### config.mk
export PLATFORM = sky130hd
export DESIGN_NAME = atr_serializer
export DESIGN_NICKNAME = d
export VERILOG_FILES = /design/src/rtl/atr_pkg.sv /design/src/rtl/atr_scl_edge.sv /design/src/rtl/atr_sequencer.sv /design/src/rtl/atr_shifter.sv /design/src/rtl/atr_serializer.sv
export SDC_FILE = /design/constraint.sdc
export NUM_CORES = 1
export LEC_CHECK = 0
export ABC_AREA = 1
export BUFFER_PORTS_ARGS = -buffer_cell sky130_fd_sc_hd__buf_2
export CELL_PAD_IN_SITES_DETAIL_PLACEMENT = 2
export CELL_PAD_IN_SITES_GLOBAL_PLACEMENT = 2
export CORE_ASPECT_RATIO = 0.9
export CORE_MARGIN = 10
export CORE_UTILIZATION = 31
export CTS_BUF_LIST = sky130_fd_sc_hd__clkbuf_8
export DETAILED_ROUTE_END_ITERATION = 12
export PLACE_DENSITY = 0.82
export SYNTH_ARGS = -nofsm -noshare
export SYNTH_HDL_FRONTEND = slang
export SYNTH_SLANG_ARGS = --single-unit
### constraint.sdc
create_clock -name clk -period 1.9 [get_ports clk]
set_input_delay 0.38 -clock clk [delete_from_list [all_inputs] [get_ports clk]]
set_output_delay 0.38 -clock clk [all_outputs]
set_load 0.005 [all_outputs]
### src/rtl/atr_pkg.sv
package atr_pkg;

    localparam int unsigned ATR_BITS_DEF = 32;

    // byte 0 in the low bits: sent first
    localparam logic [31:0] ATR_WORD_DEF = {8'hA1, 8'h55, 8'hAA, 8'h2C};

    typedef struct packed {
        logic rise;
        logic fall;
        logic start;
    } scl_ev_t;

    typedef enum logic {
        ATR_IDLE = 1'b0,
        ATR_SEND = 1'b1
    } atr_state_e;

    function automatic int unsigned cnt_width(input int unsigned nbits);
        return $clog2(nbits + 1);
    endfunction

endpackage

### src/rtl/atr_scl_edge.sv
module atr_scl_edge
    import atr_pkg::*;
(
    input  logic    clk,
    input  logic    rst,
    input  logic    scl_in,
    input  logic    card_rst,
    output scl_ev_t ev,
    output logic    clr_pulse
);

    logic scl_q;

    always_ff @(posedge clk) begin
        if (rst) begin
            scl_q     <= 1'b0;
            clr_pulse <= 1'b0;
        end else begin
            scl_q     <= scl_in;
            clr_pulse <= ev.start;
        end
    end

    always_comb begin
        ev.rise  = scl_in & ~scl_q;
        ev.fall  = ~scl_in & scl_q;
        ev.start = ev.rise & card_rst;
    end

    AST_CLEAR_SINGLE: assert property (@(posedge clk) disable iff (rst)
        clr_pulse |=> !clr_pulse);

endmodule

### src/rtl/atr_sequencer.sv
module atr_sequencer
    import atr_pkg::*;
#(
    parameter int unsigned NBITS = ATR_BITS_DEF
) (
    input  logic    clk,
    input  logic    rst,
    input  scl_ev_t ev,
    output logic    seq_active,
    output logic    seq_done
);

    localparam int unsigned CW = cnt_width(NBITS);
    localparam logic [CW-1:0] LAST = CW'(NBITS);

    atr_state_e    state;
    logic [CW-1:0] cnt;

    always_ff @(posedge clk) begin
        if (rst) begin
            state <= ATR_IDLE;
            cnt   <= '0;
        end else if (ev.start) begin
            state <= ATR_SEND;
            cnt   <= '0;
        end else if (state == ATR_SEND) begin
            if (ev.rise && cnt != LAST)
                cnt <= cnt + CW'(1);
            else if (ev.fall && cnt == LAST)
                state <= ATR_IDLE;
        end
    end

    always_comb begin
        seq_active = (state == ATR_SEND);
        seq_done   = (cnt == LAST);
    end

    AST_RESTART_ZERO: assert property (@(posedge clk) disable iff (rst)
        ev.start |=> (cnt == '0 && state == ATR_SEND));

    AST_CNT_BOUND: assert property (@(posedge clk) disable iff (rst)
        cnt <= LAST);

    AST_ADVANCE_ONE: assert property (@(posedge clk) disable iff (rst)
        (ev.rise && !ev.start && state == ATR_SEND && cnt != LAST)
        |=> cnt == $past(cnt) + CW'(1));

endmodule

### src/rtl/atr_shifter.sv
module atr_shifter
    import atr_pkg::*;
#(
    parameter int unsigned NBITS = ATR_BITS_DEF
) (
    input  logic             clk,
    input  logic             rst,
    input  scl_ev_t          ev,
    input  logic [NBITS-1:0] word,
    input  logic             seq_active,
    input  logic             seq_done,
    output logic             line_drive,
    output logic             line_bit
);

    logic [NBITS-1:0] sh;

    always_ff @(posedge clk) begin
        if (rst) begin
            sh <= '0;
        end else if (ev.start) begin
            sh <= word;
        end else if (ev.rise && seq_active && !seq_done) begin
            sh <= sh >> 1;
        end
    end

    always_ff @(posedge clk) begin
        if (rst) begin
            line_drive <= 1'b0;
            line_bit   <= 1'b1;
        end else if (ev.fall) begin
            if (seq_active && !seq_done) begin
                line_drive <= 1'b1;
                line_bit   <= sh[0];
            end else begin
                line_drive <= 1'b0;
                line_bit   <= 1'b1;
            end
        end
    end

    AST_HOLD_BETWEEN_FALLS: assert property (@(posedge clk) disable iff (rst)
        !ev.fall |=> ($stable(line_drive) && $stable(line_bit)));

    AST_IDLE_SILENT: assert property (@(posedge clk) disable iff (rst)
        (ev.fall && !seq_active) |=> !line_drive);

endmodule

### src/rtl/atr_serializer.sv
module atr_serializer
    import atr_pkg::*;
#(
    parameter int unsigned      NBITS          = ATR_BITS_DEF,
    parameter logic [NBITS-1:0] ATR_WORD       = NBITS'(ATR_WORD_DEF),
    parameter bit               USE_FIXED_WORD = 1'b0
) (
    input  logic             clk,
    input  logic             rst,
    input  logic             scl_in,
    input  logic             card_rst,
    input  logic [NBITS-1:0] atr_value,
    output logic             sda_pull_low,
    output logic             atr_driving,
    output logic             session_clear
);

    scl_ev_t          ev;
    logic             seq_active;
    logic             seq_done;
    logic             line_drive;
    logic             line_bit;
    logic [NBITS-1:0] word_src;

    generate
        if (USE_FIXED_WORD) begin : g_fixed
            assign word_src = ATR_WORD;
        end else begin : g_port
            assign word_src = atr_value;
        end
    endgenerate

    atr_scl_edge u_edge (
        .clk       (clk),
        .rst       (rst),
        .scl_in    (scl_in),
        .card_rst  (card_rst),
        .ev        (ev),
        .clr_pulse (session_clear)
    );

    atr_sequencer #(.NBITS(NBITS)) u_seq (
        .clk        (clk),
        .rst        (rst),
        .ev         (ev),
        .seq_active (seq_active),
        .seq_done   (seq_done)
    );

    atr_shifter #(.NBITS(NBITS)) u_shift (
        .clk        (clk),
        .rst        (rst),
        .ev         (ev),
        .word       (word_src),
        .seq_active (seq_active),
        .seq_done   (seq_done),
        .line_drive (line_drive),
        .line_bit   (line_bit)
    );

    assign atr_driving  = line_drive;
    assign sda_pull_low = line_drive & ~line_bit;

    AST_CLEAR_NEEDS_RESET: assert property (@(posedge clk) disable iff (rst)
        session_clear |-> $past(card_rst));

endmodule

== Word level (Yosys, flattened, before mapping) ==
Cells that the tools add are included.
Cells by class
  $add $sub $neg: 1
  equality and inequality tests: 2
  mux-type cells: 8
  bitwise gates (word level): 7
  reductions and logical operators: 9
Operator list (number)
  $mux W32: 2
  $add A6 B1 Y6 const B: 1
  $eq A6 B6 Y1 const B: 1
  $mux W1: 6
  $ne A6 B6 Y1 const B: 1
  $logic_and A1 B1 Y1: 5
  $and A1 B1 Y1: 4
  $not A1 Y1: 3
  $reduce_and A2 Y1: 1
  $reduce_bool A2 Y1: 1
  $reduce_or A2 Y1: 1
  $logic_not A1 Y1: 1
Storage, ports and cells
  bits in registers: 43
  input bits: 36
  output and inout port bits: 3
  logic and storage cells: 34

== Logic depth before layout (Yosys ltp) ==
  depth in word-level cells: 7
  depth in mapped cells: 8

== Hierarchy ==
A second synthesis with hierarchy kept.
Unflattened totals
  cell total of the unflattened synthesis: 334
  area, all modules: 2467.4 sq um
Modules (own cells, without submodules)
  atr_shifter: instances 1, cells each 257, area each 1955.6 sq um
  atr_sequencer: instances 1, cells each 65, area each 422.9 sq um
  atr_scl_edge: instances 1, cells each 10, area each 78.8 sq um
  atr_serializer: instances 1, cells each 2, area each 10.0 sq um

== Worst setup path after synthesis ==
OpenSTA, ideal clock, no wires.
  path kind: register -> register
  start: register u_seq.cnt[0]
  end: register u_seq.cnt[1]
  arrival: 1217 ps
  data required time: 1784 ps
  slack: 567 ps
  stages on the path, launching flop included: 9
  path buffers: 2
  cells stage by stage: dfxtp_1 -> inv_1 -> ha_1 -> nand3_2 -> nand2_2 -> buf_6 -> buf_6 -> o21ai_0 -> nor2_1
On the way
  longest elaborated chain between the ends: 3
  elaborated cells on any way between the ends: 4
  classes of those cells: 1 x add/sub; 1 x eq/ne; 2 x reduce/logical
Ends and longest elaborated chain
  start, declared: RTL line atr_sequencer.sv:17  | logic [CW-1:0] cnt;
  start signal, assigned: RTL line atr_sequencer.sv:28  | cnt <= cnt + CW'(1);
  parallel branches: the longest is 3 deep, another holds $add A6 B1 Y6
Parallel ways; which one is timed is not known.
A chain may end at the register's enable or synchronous reset.

== Final worst setup path ==
  start: register u_seq.cnt[0]
  end: register u_shift.sh[25]
On the way
  longest elaborated chain between the ends: 4
Ends and longest elaborated chain
  $eq A6 B6 Y1: RTL line atr_sequencer.sv:36  | seq_done = (cnt == LAST);
  $logic_not A1 Y1: RTL line atr_shifter.sv:23  | end else if (ev.rise && seq_active && !seq_done) begin
  $logic_and A1 B1 Y1: RTL line atr_shifter.sv:23
  $reduce_bool A2 Y1 (no line)
  end signal, assigned: RTL line atr_shifter.sv:22  | sh <= word;
  end signal, assigned: RTL line atr_shifter.sv:24  | sh <= sh >> 1;
  end, declared: RTL line atr_shifter.sv:16  | logic [NBITS-1:0] sh;
Every way passes these cells.

==> results.json <==
{
  "chipWidth_um": 107.2,
  "critPathRequiredTime_ns": 2.12,
  "power_per_cell_area_nw_per_um2": 717.8,
  "hold_violations": 0,
  "num-nets-final": 384,
  "yosysTopAreaCellShare": 0.4061,
  "cp_top_family": "flip-flops",
  "clkSlewWorstSetupHoldPaths_ns": 0.08,
  "yosysTopAreaCell": "dfxtp_1",
  "avgSynthCellArea_um2": 6.686,
  "critPathCaptureType": "flip-flop",
  "design.die.area_um2": 10550,
  "synth_area_um2": 2120,
  "worstSetupPathType": "flip-flop to flip-flop",
  "fin_tns_setup_ns": 0,
  "cp_slowest_cell": "dfxtp_1",
  "status": "complete, no violations",
  "root_buffer": "clkbuf_8",
  "core_um2": 6621,
  "crit_path_start_kind": "flip-flop",
  "dp_slack_ns": 0.4089,
  "regToRegSetupSlack_ns": 0.36,
  "gp_congestion": 0.7201,
  "synth-edff-count": 0,
  "cts_tree": "yes",
  "cts_buffers": 5,
  "power.total_mw": 1.775,
  "drcViolationCount": 0,
  "fin_crit_sh": 0.8093,
  "drtIter0Drc": 45,
  "cts_hold_buf": 0,
  "io_buffer_count": 38,
  "wirelength_um": 5813,
  "ys_warn_count": 0,
  "cts_buffer_depth": 2,
  "diodes": 0,
  "relSlewSlack": 0.8028,
  "cp_common_cell": "nand2_1",
  "synth_cells": 317,
  "fin_ws_ns": 0.3624,
  "vias": 2084,
  "nFillCells": 820,
  "tightest_slew_ns": 0.2927,
  "hold_class": "input port to flip-flop",
  "synthFlopType": "dfxtp_1",
  "worstPathMaxFanout": 31,
  "cp_cell_sequence": "inv_1 > ha_1 > nand3_2 > nand2_2 > nand2_1 > buf_12 > nand2_1 > a21oi_1",
  "synth.area.top_cells": "dfxtp_1, nand2_1, a21oi_1",
  "rsz0062_at_grt": "false",
  "skew_ns": 0.005763,
  "cp.depth": 8,
  "drive_gt1_frac": 0.1614,
  "hpwlAfterDp_um": 4064,
  "grt_max_degree": 61,
  "regToRegEndpoint": "u_shift.sh[25]",
  "start_util": 0.3201,
  "ios": 39,
  "rr_worst_depth": 8,
  "syn_to_final_growth_pct": 16.65,
  "rows": 28,
  "rr_startpoint": "u_seq.cnt[0]",
  "slowest_delay_ns": 0.41,
  "min_path_cells": 3,
  "h-tree-depth": 2,
  "irDropWorstVdd_mv": 0.2439,
  "vias_per_cell": 4.769,
  "grt_pass1_wl_um": 10050,
  "grt-ovfl-total": 0,
  "async_flop_share": 0,
  "grt_use_total": 0.1120,
  "endpoint": "u_shift.sh[25]",
  "grt_pass1_vias": 2127,
  "antenna_found_initial": 0,
  "finalSetupViolCount": 0,
  "cap_viol_max_count": 0,
  "antenna_left": 0,
  "drtPass1Iterations": 4,
  "worst_ep_arrival_time_ns": 1.76,
  "synth_cell_type_count": 19,
  "yosysSeqAreaShare": 0.4061,
  "cts_resized": 0,
  "fin_area_um2": 2472,
  "slew_viol_final": 0,
  "clkLatencyLatePin_ns": 0.29,
  "post_cts_buffers": 0,
  "finalCriticalPeriod_ns": 1.538,
  "max_freq_ghz": 0.6504,
  "ys_ff_latch": 43,
  "syn_nets": 355,
  "timing.hold.ws_ns": 0.2915,
  "path_buf_inv": 2,
  "p_leak_nw": 1.045,
  "wl_per_cell_um": 13.30,
  "worstSetupStartpoint": "u_seq.cnt[0]",
  "clock-sinks": 43,
  "die_y_um": 98.45,
  "place_area_um2": 2372
}
cell usage in the layout, fill, tap and decap left out, drive strengths merged:
cell type | netlist | final
nor2 | 12 | 12
ha | 2 | 2
o21ai | 34 | 34
nand3 | 37 | 37
xnor2 | 1 | 1
xor2 | 2 | 2
dfxtp | 43 | 43
a21oi | 38 | 38
buf | 14 | 43
inv | 42 | 43
nand2 | 85 | 85
clkbuf | 7 | 7
cell type report:
class                   count  area, µm²  share of cell area
inverters                  42      157.7             0.06377
clock buffers               7      96.34             0.03897
multi-input cells         211      975.9              0.3947
repair buffers             43      265.3              0.1073
well taps                  90      112.6             0.04555
flip-flops and latches     43      860.8              0.3482
clock inverters             1      3.754            0.001518
per-layer routing:
metal	track usage	vias up	wire, µm
met4	0.03122	0	57
met2	0.1869	30	2799
met3	0.02995	7	222
li1	-	1058	-
met1	0.1377	989	2733
met5	0	-	0
power by group:
group | leakage [nW] | internal [mW] | switching (mW) | total, mW
sequential | 0.348 | 0.920 | 0.0122 | 0.933
clock | 0.0557 | 0.327 | 0.319 | 0.646
combinational | 0.641 | 0.0757 | 0.121 | 0.196
total | 1.05 | 1.32 | 0.452 | 1.77
tightest hold or removal path: cells and delay by family:
kind                   cells  cell delay (ns)
and+or+nand+nor            2             0.11
buffers and inverters      1             0.08
how the worst min path moves through the flow:
stage,endpoint,slack [ns],from
2_1_floorplan,u_shift.sh[31],0.44,u_shift.sh[31]
3_3_place_gp,u_shift.sh[31],0.46,u_shift.sh[31]
3_5_place_dp,u_shift.sh[6],0.48,u_shift.sh[6]
4_1_cts,u_shift.sh[31],0.29,atr_value[31]
5_1_grt,u_shift.sh[31],0.31,atr_value[31]
6_report,u_shift.sh[31],0.29,atr_value[31]
per-stage QoR:
| step | util | instances |
|---|---|---|
| after floorplan | - | 317 |
| after global placement | 0.3583 | 429 |
| after detailed placement | 0.3583 | 429 |
| after CTS | 0.3734 | 437 |
| after global routing | 0.3734 | 437 |
| final | 0.3734 | 437 |
flip-flops by register name, summed over array words and instances, names as in the netlist:
signal / cells
u_edge.clr_pulse: 1
u_edge.scl_q: 1
u_shift.line_drive: 1
u_shift.sh: 32
u_shift.line_bit: 1
u_seq.seq_active: 1
u_seq.cnt: 6
Yosys cell counts (3+ instances only):
| cell | instances |
|---|---|
| buf_2 | 7 |
| o21ai_1 | 4 |
| clkbuf_1 | 7 |
| inv_1 | 40 |
| o21ai_0 | 30 |
| nand2_1 | 84 |
| dfxtp_1 | 43 |
| a21oi_1 | 38 |
| nand3_1 | 35 |
| buf_4 | 4 |
| buf_6 | 3 |
| nor2_1 | 11 |
logic make-up (layout without fill, tap and decap cells):
| group | Yosys count | count (layout) | synth area share |
|---|---|---|---|
| AND/OR/NAND/NOR | 134 | 134 | 0.2662 |
| XOR/XNOR | 3 | 3 | 0.01240 |
| flip-flops | 43 | 43 | 0.4061 |
| AO/OA/AOI/OAI | 72 | 72 | 0.1700 |
| buffers and inverters | 63 | 93 | 0.1334 |
| adder cells (fa/ha/maj) | 2 | 2 | 0.01180 |
Note: power is estimated with default switching activity, not from simulation.
